File: config.mk
export PLATFORM = sky130hd
export DESIGN_NAME = ssc_profile_gen
export DESIGN_NICKNAME = d
export VERILOG_FILES = /design/src/rtl/ssc_pkg.sv /design/src/rtl/ssc_range_decode.sv /design/src/rtl/ssc_tri_walker.sv /design/src/rtl/ssc_dev_scale.sv /design/src/rtl/ssc_profile_gen.sv
export SDC_FILE = /design/constraint.sdc
export NUM_CORES = 1
export LEC_CHECK = 0
export ABC_AREA = 0
export ABC_CLOCK_PERIOD_IN_PS = 41100
export BUFFER_PORTS_ARGS = -buffer_cell sky130_fd_sc_hd__buf_2
export CORE_AREA = 4 4 180 182
export CTS_BUF_LIST = sky130_fd_sc_hd__clkbuf_8
export CTS_CLUSTER_DIAMETER = 60
export DETAILED_ROUTE_END_ITERATION = 6
export DIE_AREA = 0 0 184 186
export HOLD_SLACK_MARGIN = 0.1
export PLACE_DENSITY = 0.71
export SLEW_MARGIN = 20
export SYNTH_ARGS = -nofsm -noshare
export SYNTH_HDL_FRONTEND = slang
export SYNTH_SLANG_ARGS = --single-unit
File: constraint.sdc
create_clock -name clk_i -period 41.1 [get_ports clk_i]
set_input_delay 8.22 -clock clk_i [delete_from_list [all_inputs] [get_ports clk_i]]
set_output_delay 8.22 -clock clk_i [all_outputs]
set_load 0.01 [all_outputs]
File: src/rtl/ssc_pkg.sv
package ssc_pkg;
  typedef enum logic [1:0] {
    RNG_SHORT_1X = 2'b00,
    RNG_SHORT_2X = 2'b01,
    RNG_LONG_1X  = 2'b10,
    RNG_NONE     = 2'b11
  } rng_e;
endpackage

File: src/rtl/ssc_range_decode.sv
module ssc_range_decode
  import ssc_pkg::*;
(
  input  logic [1:0] range_i,
  output logic [1:0] step_o,
  output logic       mult2x_o,
  output logic       bad_o
);
  always_comb begin
    step_o   = 2'd2;
    mult2x_o = 1'b0;
    bad_o    = 1'b0;
    unique case (rng_e'(range_i))
      RNG_SHORT_1X: ;
      RNG_SHORT_2X: mult2x_o = 1'b1;
      RNG_LONG_1X:  step_o = 2'd1;
      RNG_NONE: begin
        step_o = 2'd0;
        bad_o  = 1'b1;
      end
      default: ;
    endcase
  end
endmodule

File: src/rtl/ssc_tri_walker.sv
module ssc_tri_walker #(
  parameter int PEAK  = 583,
  parameter int LVL_W = 12
) (
  input  logic                    clk_i,
  input  logic                    rst_ni,
  input  logic                    active_i,
  input  logic [1:0]              step_i,
  output logic signed [LVL_W-1:0] nxt_o,
  output logic signed [LVL_W-1:0] lvl_o
);
  localparam logic signed [LVL_W-1:0] PK  = LVL_W'(PEAK);
  localparam logic signed [LVL_W-1:0] PK2 = LVL_W'(2 * PEAK);

  logic signed [LVL_W-1:0] lvl_q, stp, sum;
  logic                    up_q, flip;

  assign stp = {{(LVL_W-2){1'b0}}, step_i};
  assign sum = up_q ? lvl_q + stp : lvl_q - stp;

  // reflect about the peak so the walk stays inside [-PK, PK]
  always_comb begin
    flip  = 1'b0;
    nxt_o = sum;
    if (sum > PK) begin
      nxt_o = PK2 - sum;
      flip  = 1'b1;
    end else if (sum < -PK) begin
      nxt_o = -PK2 - sum;
      flip  = 1'b1;
    end
  end

  always_ff @(posedge clk_i or negedge rst_ni) begin
    if (!rst_ni) begin
      lvl_q <= '0;
      up_q  <= 1'b1;
    end else if (!active_i) begin
      lvl_q <= '0;
      up_q  <= 1'b1;
    end else begin
      lvl_q <= nxt_o;
      up_q  <= up_q ^ flip;
    end
  end

  assign lvl_o = lvl_q;

  assert_lvl_bound_R7: assert property (@(posedge clk_i) disable iff (!rst_ni)
    (lvl_q <= PK) && (lvl_q >= -PK));

  assert_lvl_slew_R8: assert property (@(posedge clk_i) disable iff (!rst_ni)
    $past(active_i) |-> (((lvl_q - $past(lvl_q)) <= 2) && ((lvl_q - $past(lvl_q)) >= -2)));

  assert_lvl_park_R6: assert property (@(posedge clk_i) disable iff (!rst_ni)
    !active_i |=> (lvl_q == '0));
endmodule

File: src/rtl/ssc_dev_scale.sv
module ssc_dev_scale #(
  parameter int PEAK  = 583,
  parameter int AMP_W = 10,
  parameter int LVL_W = 12
) (
  input  logic                    clk_i,
  input  logic                    rst_ni,
  input  logic                    active_i,
  input  logic [AMP_W-1:0]        amp_i,
  input  logic signed [LVL_W-1:0] lvl_i,
  output logic signed [AMP_W:0]   dev_o
);
  localparam int PROD_W = AMP_W + LVL_W + 1;
  localparam logic signed [PROD_W-1:0] DIV = PROD_W'(PEAK);

  logic signed [PROD_W-1:0] prod, quo;
  logic signed [AMP_W:0]    dev_q;

  assign prod = PROD_W'($signed({1'b0, amp_i})) * PROD_W'(lvl_i);
  // signed divide truncates toward zero, keeping the profile symmetric
  assign quo  = prod / DIV;

  always_ff @(posedge clk_i or negedge rst_ni) begin
    if (!rst_ni)        dev_q <= '0;
    else if (!active_i) dev_q <= '0;
    else                dev_q <= (AMP_W+1)'(quo);
  end

  assign dev_o = dev_q;
endmodule

File: src/rtl/ssc_profile_gen.sv
module ssc_profile_gen #(
  parameter int BASE_DIV = 1166,
  parameter int AMP_W    = 10
) (
  input  logic                  clk_i,
  input  logic                  rst_ni,
  input  logic [1:0]            range_sel_i,
  input  logic                  mod_en_i,
  input  logic [AMP_W-1:0]      amp_i,
  output logic signed [AMP_W:0] dev_o,
  output logic                  mult2x_o,
  output logic                  range_bad_o
);
  localparam int PEAK  = BASE_DIV / 2;
  localparam int LVL_W = $clog2(2 * PEAK + 3) + 1;

  logic [1:0]              step;
  logic                    mult_c, bad_c, active;
  logic signed [LVL_W-1:0] lvl_nxt, lvl_q;
  logic                    mult_q, bad_q;

  ssc_range_decode u_dec (
    .range_i  (range_sel_i),
    .step_o   (step),
    .mult2x_o (mult_c),
    .bad_o    (bad_c)
  );

  assign active = mod_en_i & ~bad_c;

  ssc_tri_walker #(.PEAK(PEAK), .LVL_W(LVL_W)) u_walk (
    .clk_i    (clk_i),
    .rst_ni   (rst_ni),
    .active_i (active),
    .step_i   (step),
    .nxt_o    (lvl_nxt),
    .lvl_o    (lvl_q)
  );

  ssc_dev_scale #(.PEAK(PEAK), .AMP_W(AMP_W), .LVL_W(LVL_W)) u_scale (
    .clk_i    (clk_i),
    .rst_ni   (rst_ni),
    .active_i (active),
    .amp_i    (amp_i),
    .lvl_i    (lvl_nxt),
    .dev_o    (dev_o)
  );

  always_ff @(posedge clk_i or negedge rst_ni) begin
    if (!rst_ni) begin
      mult_q <= 1'b0;
      bad_q  <= 1'b0;
    end else begin
      mult_q <= mult_c;
      bad_q  <= bad_c;
    end
  end

  assign mult2x_o    = mult_q;
  assign range_bad_o = bad_q;

  assert_bad_range_R5: assert property (@(posedge clk_i) disable iff (!rst_ni)
    (range_sel_i == 2'b11) |=> (range_bad_o && (dev_o == '0)));

  assert_disable_zero_R6: assert property (@(posedge clk_i) disable iff (!rst_ni)
    !mod_en_i |=> (dev_o == '0));

  assert_mult_sel_R3: assert property (@(posedge clk_i) disable iff (!rst_ni)
    (range_sel_i == 2'b01) |=> mult2x_o);

  assert_sign_track_R7: assert property (@(posedge clk_i) disable iff (!rst_ni)
    (dev_o != '0) |-> (dev_o[AMP_W] == lvl_q[LVL_W-1]));
endmodule

Yosys cells after proc, flatten, opt, wreduce, memory -nomap -nowiden
Cells that the tools add are included.
{"block": "word_totals", "word_cells": 30, "output_inout_bits": 13, "regBits": 26}
{"block": "classes", "n_mul": 1, "n_bitwise": 3, "order_cmp": 2, "n_addsub": 4, "muxes": 11, "eq_ne": 3, "n_div": 1}
{"op": "2-to-1 mux 12 bit", "count": 4}
{"op": "subtractor 12 bit (first input constant)", "count": 2}
{"op": "divider 23 x 11 -> 23 bit (second input constant)", "count": 1}
{"op": "multiplier 11 x 12 -> 23 bit", "count": 1}
{"op": "adder 12 x 3 -> 12 bit", "count": 1}
{"op": "greater-than comparator 12 x 11 -> 1 bit (second input constant)", "count": 1}
{"op": "less-than comparator 12 x 11 -> 1 bit (second input constant)", "count": 1}
{"op": "subtractor 12 x 3 -> 12 bit", "count": 1}
{"op": "2-to-1 mux 11 bit", "count": 1}
{"op": "2-to-1 mux 1 bit", "count": 5}
{"op": "== test 2 bit (second input constant)", "count": 2}
{"op": "case mux 2 bit (2 select lines)", "count": 1}
{"op": "== test 2 x 1 -> 1 bit (second input constant)", "count": 1}
{"op": "AND 1 bit", "count": 1}
{"op": "NOT 1 bit", "count": 1}
{"op": "XOR 1 bit", "count": 1}

Longest topological paths before layout
Gate-level depths: netlist of run 1.
{"block": "logic_depth", "word_depth": 10, "mapped_depth": 98, "ltp_nobuf": 88}

Cells and area by module
A second synthesis of run 1 with hierarchy kept.
{"block": "hier_totals", "hier_cells": 1810, "hier_area_um2": 13745.7}
{"module": "ssc_dev_scale", "area_per_inst_um2": 11946.5, "n_inst": 1, "cells_per_inst": 1592}
{"module": "ssc_tri_walker", "area_per_inst_um2": 1709.1, "n_inst": 1, "cells_per_inst": 211}
{"module": "ssc_profile_gen", "area_per_inst_um2": 63.8, "n_inst": 1, "cells_per_inst": 3}
{"module": "ssc_range_decode", "area_per_inst_um2": 26.3, "n_inst": 1, "cells_per_inst": 4}

Least setup slack after synthesis of run 1
No wires, ideal clock.
{"block": "synth_path", "kind": "in2reg", "start": "input port range_sel_i[1]", "end": "register u_scale.dev_q[8] (netlist: u_scale.dev_o[8])", "setup_time_ns": 0.078, "stages": 88, "n_path_buf": 5, "slack_ns": 12.488, "t_arrival_ns": 28.534, "cell_sequence": "nand2_1 > inv_1 > nor2_1 > ha_1 > a21oi_1 > o21bai_1 > a21oi_1 > o21bai_1 > a21oi_1 > o21bai_1 > a21oi_1 > o21bai_1 > a21oi_1 > xnor2_1 > o21a_1 > clkbuf_1 > o21ai_0 > a21boi_0 > [... 52 more ...] > ha_1 > and2_1 > a32o_2 > o311ai_4 > and2_1 > mux2_2 > a31o_1 > a31oi_4 > nand2b_4 > inv_2 > mux2i_1 > o221ai_2 > and2_1 > nor3_1 > ha_1 > a31oi_1 > or3_1 > a21oi_1"}
{"block": "synth_between", "elab_cells_between_ends": 18, "classes_between": "add/sub (4); mul (1); div (1); order compare (2); eq/ne (2); mux (6); bitwise (2)"}
{"item": "from (decl)", "line_no": "ssc_profile_gen.sv:7", "rtl": "input logic [1:0] range_sel_i,"}
{"item": "== test 2 bit", "line_no": "ssc_range_decode.sv:13", "rtl": "unique case (rng_e'(range_i))"}
{"item": "2-to-1 mux 1 bit", "line_no": "ssc_range_decode.sv:13"}
{"item": "named net bad_c", "line_no": "ssc_profile_gen.sv:18", "rtl": "logic mult_c, bad_c, active;"}
{"item": "NOT 1 bit", "line_no": "ssc_profile_gen.sv:29", "rtl": "assign active = mod_en_i & ~bad_c;"}
{"item": "AND 1 bit", "line_no": "ssc_profile_gen.sv:29"}
{"item": "2-to-1 mux 11 bit", "line_no": "ssc_dev_scale.sv:25", "rtl": "else if (!active_i) dev_q <= '0;"}
{"item": "to (signal assigned)", "line_no": "ssc_dev_scale.sv:26", "rtl": "else dev_q <= (AMP_W+1)'(quo);"}
{"item": "to (decl)", "line_no": "ssc_dev_scale.sv:17", "rtl": "logic signed [AMP_W:0] dev_q;"}
The timed path passes the listed nets, and every way through them passes these cells.

Final worst setup path of run 1
Same ends and word-level chain as after synthesis.

==> out/qor.yml, run 1 <==
rsz0062_at_grt: "no"
fin_crit_sh: 0.809
grt_pass1_vias: 12448
synthAdderAreaFrac: 0.239
syn-mean-instance-area_um2: 7.77
cts_tree: "yes"
r2r_slack_ns: 15.63
synth_top_area_frac: 0.169
yosys.area_share.simple: 0.231
path_buf_inv: 6
layout.filler_cells: 2910
rr_worst_depth: 80
wl_per_cell_um: 16.5
synth_top_flop_cell: "dfrtp_1"
initial_utilization: 0.440
grt_max_degree: 28
io_pins: 28
htreeDepth: 1
fmax_mhz: 30.1
dp_hpwl_um: 28500
cp.arrival_ns: 33.46
finalCriticalPeriod_ns: 33.26
hp-start: "u_walk.up_q$_DFF_PN1_"
critPathTopFamily: "compound AO/OA/AOI/OAI gates"
die_h_um: 186
antenna_found_initial: 0
synth_cells: 1734
yosys-top-cells-area: "fa_1, xnor2_1, ha_1"
r2r-start: "u_walk.up_q$_DFF_PN1_"
clk_path_buf_depth: 2
first_pass_iters: 7
insertedDiodeCount: 0
insertion_delay_ns: 0.28
async_reset_ff_frac: 1.00
postRouteAntennaNets: 0
cpPeakStageDelay_ns: 0.91
endpoint_kind: "register"
worstPathRequired_ns: 41.30
drc: 0
core_mm2: 0.0306
post_drt_via_cell_ratio: 6.05
synth_top_family_by_area: "compound AO/OA/AOI/OAI gates"
drv_cap: 0
postCtsSetupBuffers: 0
vias: 12766
gp_congestion: 0.937
fp.dieW_um: 184
synth_xor_area_frac: 0.102
relSlewSlack: 0.252
rows: 64
synth_mux_area_frac: 0.0263
ctsResizeCount: 0
grt_pass1_wl_um: 60100
final.setup.tns_ns: 0
synth_compound_area_frac: 0.281
seq_area_frac_synth: 0.0484
grt.total_usage: 0.203
areaGrowthSynthToFinish_pct: 3.82
rr_endpoint: "u_scale.dev_o[8]$_DFF_PN0_"
clk_pin_slew_ns: 0.10
crit_top_cell: "a21oi_1"
synth_cell_types: 131
clkSinkCount: 26
fin_skew_ns: 0.00252
hold_end: "u_walk.up_q$_DFF_PN1_"
synthesis.nets: 1934
slew_viol_final: 0
cp_max_fo: 21
dieArea_mm2: 0.0342
portBuffers: 27
hold_violations: 0
fin_util: 0.457
start_kind: "input port"
ys_ff_latch: 26
drt-initial-drc-count: 1051
tightest_slew_ns: 1.11
synth_edf_count: 0
cts_buffers: 3
gr-total-overflow: 0
cp_slowest_cell: "xnor2_1"
synth_top_area_cell: "fa_1"
setup_viol: 0
root_buffer: "clkbuf_8"
outcome: "finished clean"
hold_class: "reg2reg"
cts_hold_buffers: 0
path_class: "in2reg"
synth_warnings: 0
wl_um: 34800
drive_above_1_share: 0.0852
syn_area_mm2: 0.0135
min_path_cells: 2
nets: 1914
## how the worst max path moves through the flow
stage / startpoint / end / slack (ns) / depth (start not counted)
after CTS: range_sel_i[1] / u_scale.dev_o[8]$_DFF_PN0_ / 8.17 / 83
after global routing: range_sel_i[1] / u_scale.dev_o[8]$_DFF_PN0_ / 5.99 / 84
after detailed placement: range_sel_i[1] / u_scale.dev_o[8]$_DFF_PN0_ / 7.97 / 84
after floorplan: range_sel_i[1] / u_scale.dev_o[8]$_DFF_PN0_ / 12.49 / 88
after global placement: range_sel_i[1] / u_scale.dev_o[8]$_DFF_PN0_ / 8.67 / 84
final: range_sel_i[1] / u_scale.dev_o[8]$_DFF_PN0_ / 7.84 / 83
## registers in the layout, summed over array words and instances (netlist names)
register	cells
mult2x_o	1
u_scale.dev_o	11
range_bad_o	1
u_walk.up_q	1
u_walk.lvl_o	12
## routing by layer
layer,vias to the layer above,part of all wire,wire [um],global-route usage
met5,-,0,0,0
met4,0,0.015,537,0.0473
met3,49,0.050,1750,0.0113
met2,393,0.47,16300,0.340
met1,6195,0.46,16200,0.289
li1,6129,-,-,-
## area by class of cell
type	instances	area, um2	area share
clock buffer	3	41.3	0.00295
clock inverter	1	30.0	0.00215
inverter	196	736	0.0526
multi-input combinational	1457	11900	0.849
sequential	26	652	0.0466
tap	396	495	0.0354
timing repair buffer	30	158	0.0113
## synthesized netlist by cell type (all sizes together), types with 11 or more instances
cell type	n
o21bai	11
a31oi	26
o211ai	32
a31o	11
nor2b	12
nor3	42
buf	13
o31ai	16
or2	18
mux2i	23
dfrtp	25
nand2b	18
or3	17
nand3	53
clkbuf	42
nor2	109
a211o	13
inv	196
a21o	21
xnor2	108
a211oi	20
xor2	40
and3	18
nor4	14
fa	114
a21oi	96
nand4	20
nand2	166
ha	71
a22oi	14
a21boi	13
o21a	21
and2	86
o21ai	79
o2111ai	11
## worst register-to-register path: cells and delay by family (launching register included)
kind	cells	cell delay [ns]
AOI/OAI and AO/OA	43	12.19
DFF	1	0.39
adders and majority gates	9	4.09
buffers and inverters	4	0.24
and+or+nand+nor	13	3.97
xor gates and xnor gates	4	2.05
muxes	7	2.48
## stage by stage
stage	hold WS, ns	cells	setup slack (ns)	instance area [um2]
4_1_cts	0.577	2109	8.17	14000
2_1_floorplan	0.542	1734	12.49	13500
3_3_place_gp	0.562	2105	8.67	13900
6_report	0.576	2109	7.84	14000
3_5_place_dp	0.562	2105	7.97	13900
5_1_grt	0.645	2109	5.99	14000
## cells by family after synthesis
group | Yosys count
fa+ha+maj | 190
flops | 26
simple gates | 600
compound gates | 486
mux | 33
xor+xnor | 148
buf+inv | 251
## cells in the final DEF, fill, tap and decap left out, types with 15 or more instances in the layout
cell type  synthesis  layout
a21o_1            20      20
a21oi_1           92      92
a31oi_1           21      21
and2_1            85      85
and3_1            18      18
buf_2              8      27
dfrtp_1           25      25
fa_1             114     114
ha_1              71      71
inv_1            195     195
mux2i_1           21      21
nand2_1          165     165
nand2b_1          15      15
nand3_1           52      52
nand4_1           19      19
nor2_1           108     108
nor3_1            38      38
o211ai_1          31      31
o21a_1            20      20
o21ai_0           54      54
o21ai_1           20      20
or3_1             17      17
xnor2_1          103     101
xor2_1            37      36
Power of run 1 is left out: the tool's default activity adds up to more than one toggle a clock period on the data nets, which glitch-free logic cannot reach.
==> inputs of run 2 (changes only) <==
- ABC_AREA: 0 -> 1
- ABC_CLOCK_PERIOD_IN_PS: 41100 -> 33000
- CORE_AREA: 4 4 180 182 -> 4 4 178 180
- DIE_AREA: 0 0 184 186 -> 0 0 182 184
- clock period: 41.1 -> 33 ns (I/O delays scaled with it)
==> out/qor.yml, run 2 <==
drv_cap: 0
synthesis.nets: 2374
core_mm2: 0.0302
min_path_cells: 2
vias: 12905
ys_ff_latch: 26
yosys-top-cells-area: "nand2_1, fa_1, inv_1"
endpoint_kind: "register"
final.setup.tns_ns: 0
tightest_slew_ns: 0.892
cts_hold_buffers: 0
rsz0062_at_grt: "no"
initial_utilization: 0.435
drive_above_1_share: 0.115
async_reset_ff_frac: 1.00
synth_edf_count: 0
gp_congestion: 0.920
wl_um: 31800
clk_path_buf_depth: 2
nets: 2378
cp_max_fo: 19
path_buf_inv: 15
gr-total-overflow: 0
synth_cells: 2174
drc: 0
cts_tree: "yes"
insertedDiodeCount: 0
cpPeakStageDelay_ns: 0.56
ctsResizeCount: 0
relSlewSlack: 0.401
fp.dieW_um: 182
synth_warnings: 0
fin_crit_sh: 0.851
wl_per_cell_um: 12.4
postCtsSetupBuffers: 0
crit_top_cell: "nand2_1"
grt_max_degree: 36
cp.arrival_ns: 28.31
hold_class: "reg2reg"
start_kind: "input port"
synth_top_area_cell: "nand2_1"
slew_viol_final: 0
cts_buffers: 3
fin_skew_ns: 0.0119
path_class: "in2reg"
syn_area_mm2: 0.0131
finalCriticalPeriod_ns: 28.10
seq_area_frac_synth: 0.0497
areaGrowthSynthToFinish_pct: 3.79
outcome: "finished clean"
die_h_um: 184
synth_most_common_cell: "nand2_1"
synth_top_area_frac: 0.188
rr_worst_depth: 131
syn-mean-instance-area_um2: 6.04
largest_register_ffs: 12
synth_cell_types: 50
hold_violations: 0
rows: 64
post_drt_via_cell_ratio: 5.02
grt.total_usage: 0.192
portBuffers: 27
dp_hpwl_um: 27300
first_pass_iters: 5
postRouteAntennaNets: 0
cp_slowest_cell: "nor2_1"
insertion_delay_ns: 0.28
path_depth: 134
antenna_found_initial: 0
dieArea_mm2: 0.0335
grt_pass1_vias: 12394
worstPathRequired_ns: 33.21
clkSinkCount: 26
fmax_mhz: 35.6
clk_pin_slew_ns: 0.10
setup_viol: 0
layout_commonest_cell: "nand2_1"
synth_top_flop_cell: "dfrtp_1"
synth_common_cells: "nand2_1, inv_1, nand3_1, nor2_1, fa_1"
grt_pass1_wl_um: 55800
drt-initial-drc-count: 825
root_buffer: "clkbuf_8"
most-common-layout-cells: "nand2_1, inv_1, nand3_1"
htreeDepth: 1
io_pins: 28
critPathTopFamily: "simple AND/OR/NAND/NOR gates"
run 2: cell types whose count changed after synthesis, sizes merged, moves of 25 or more:
cell,before,now
clkbuf,42,11
nand2,166,753
xnor2,108,11
o211ai,32,5
inv,196,457
nand4,20,53
nor3,42,12
nand3,53,208
a21oi,96,63
and2,86,4
nor2,109,211
a31oi,26,1
run 2: layer usage:
metal / wire length, um / up-vias / global-route usage
met5: 0 / - / 0
met4: 494 / 0 / 0.0312
met3: 1240 / 41 / 0.0101
met2: 15400 / 277 / 0.350
met1: 14700 / 5938 / 0.257
li1: - / 6649 / -
run 2: stage by stage:
stage	utilization	cells	hold WS, ns	cell area [um2]	setup WS, ns
after floorplan	-	2174	0.606	13100	8.66
after global placement	0.449	2569	0.796	13600	5.28
after detailed placement	0.449	2569	0.802	13600	4.73
after CTS	0.451	2573	0.825	13600	4.99
after global routing	0.451	2573	0.853	13600	2.32
final	0.451	2573	0.784	13600	4.90
run 2: layout make-up:
class                   instances  area (um2)
fillers                      3097       16600
multi-input cells            1655       10500
inverters                     463        1740
flip-flops and latches         26         652
well taps                     396         495
repair buffers                 29         150
clock buffers                   3        41.3
clock inverters                 1        30.0
run 2: cells by family after synthesis:
kind of cell,synth area share
AND/OR/NAND/NOR,0.451
buffers and inverters,0.149
adder cells (fa/ha/maj),0.242
AO/OA/AOI/OAI,0.0620
XOR/XNOR,0.0464
flip-flops,0.0497
run 2: worst paths after layout:
check / from / end / slack [ns]
max in group asynchronous: rst_ni / range_bad_o$_DFF_PN0_ / 26.26
max: range_sel_i[1] / u_scale.dev_o[10]$_DFF_PN0_ / 4.90
max reg2reg: u_walk.up_q$_DFF_PN1_ / u_scale.dev_o[10]$_DFF_PN0_ / 11.06
min: u_walk.up_q$_DFF_PN1_ / u_walk.up_q$_DFF_PN1_ / 0.78
min reg2reg: u_walk.up_q$_DFF_PN1_ / u_walk.up_q$_DFF_PN1_ / 0.78
min in group asynchronous: rst_ni / u_scale.dev_o[0]$_DFF_PN0_ / 6.33
run 2: worst min-delay path, cell delays in order, from the launching register on:
cell,delay (ns)
dfstp_2,0.41
xor2_1,0.21
or2_2,0.14
Power of run 2 is left out for the same reason.
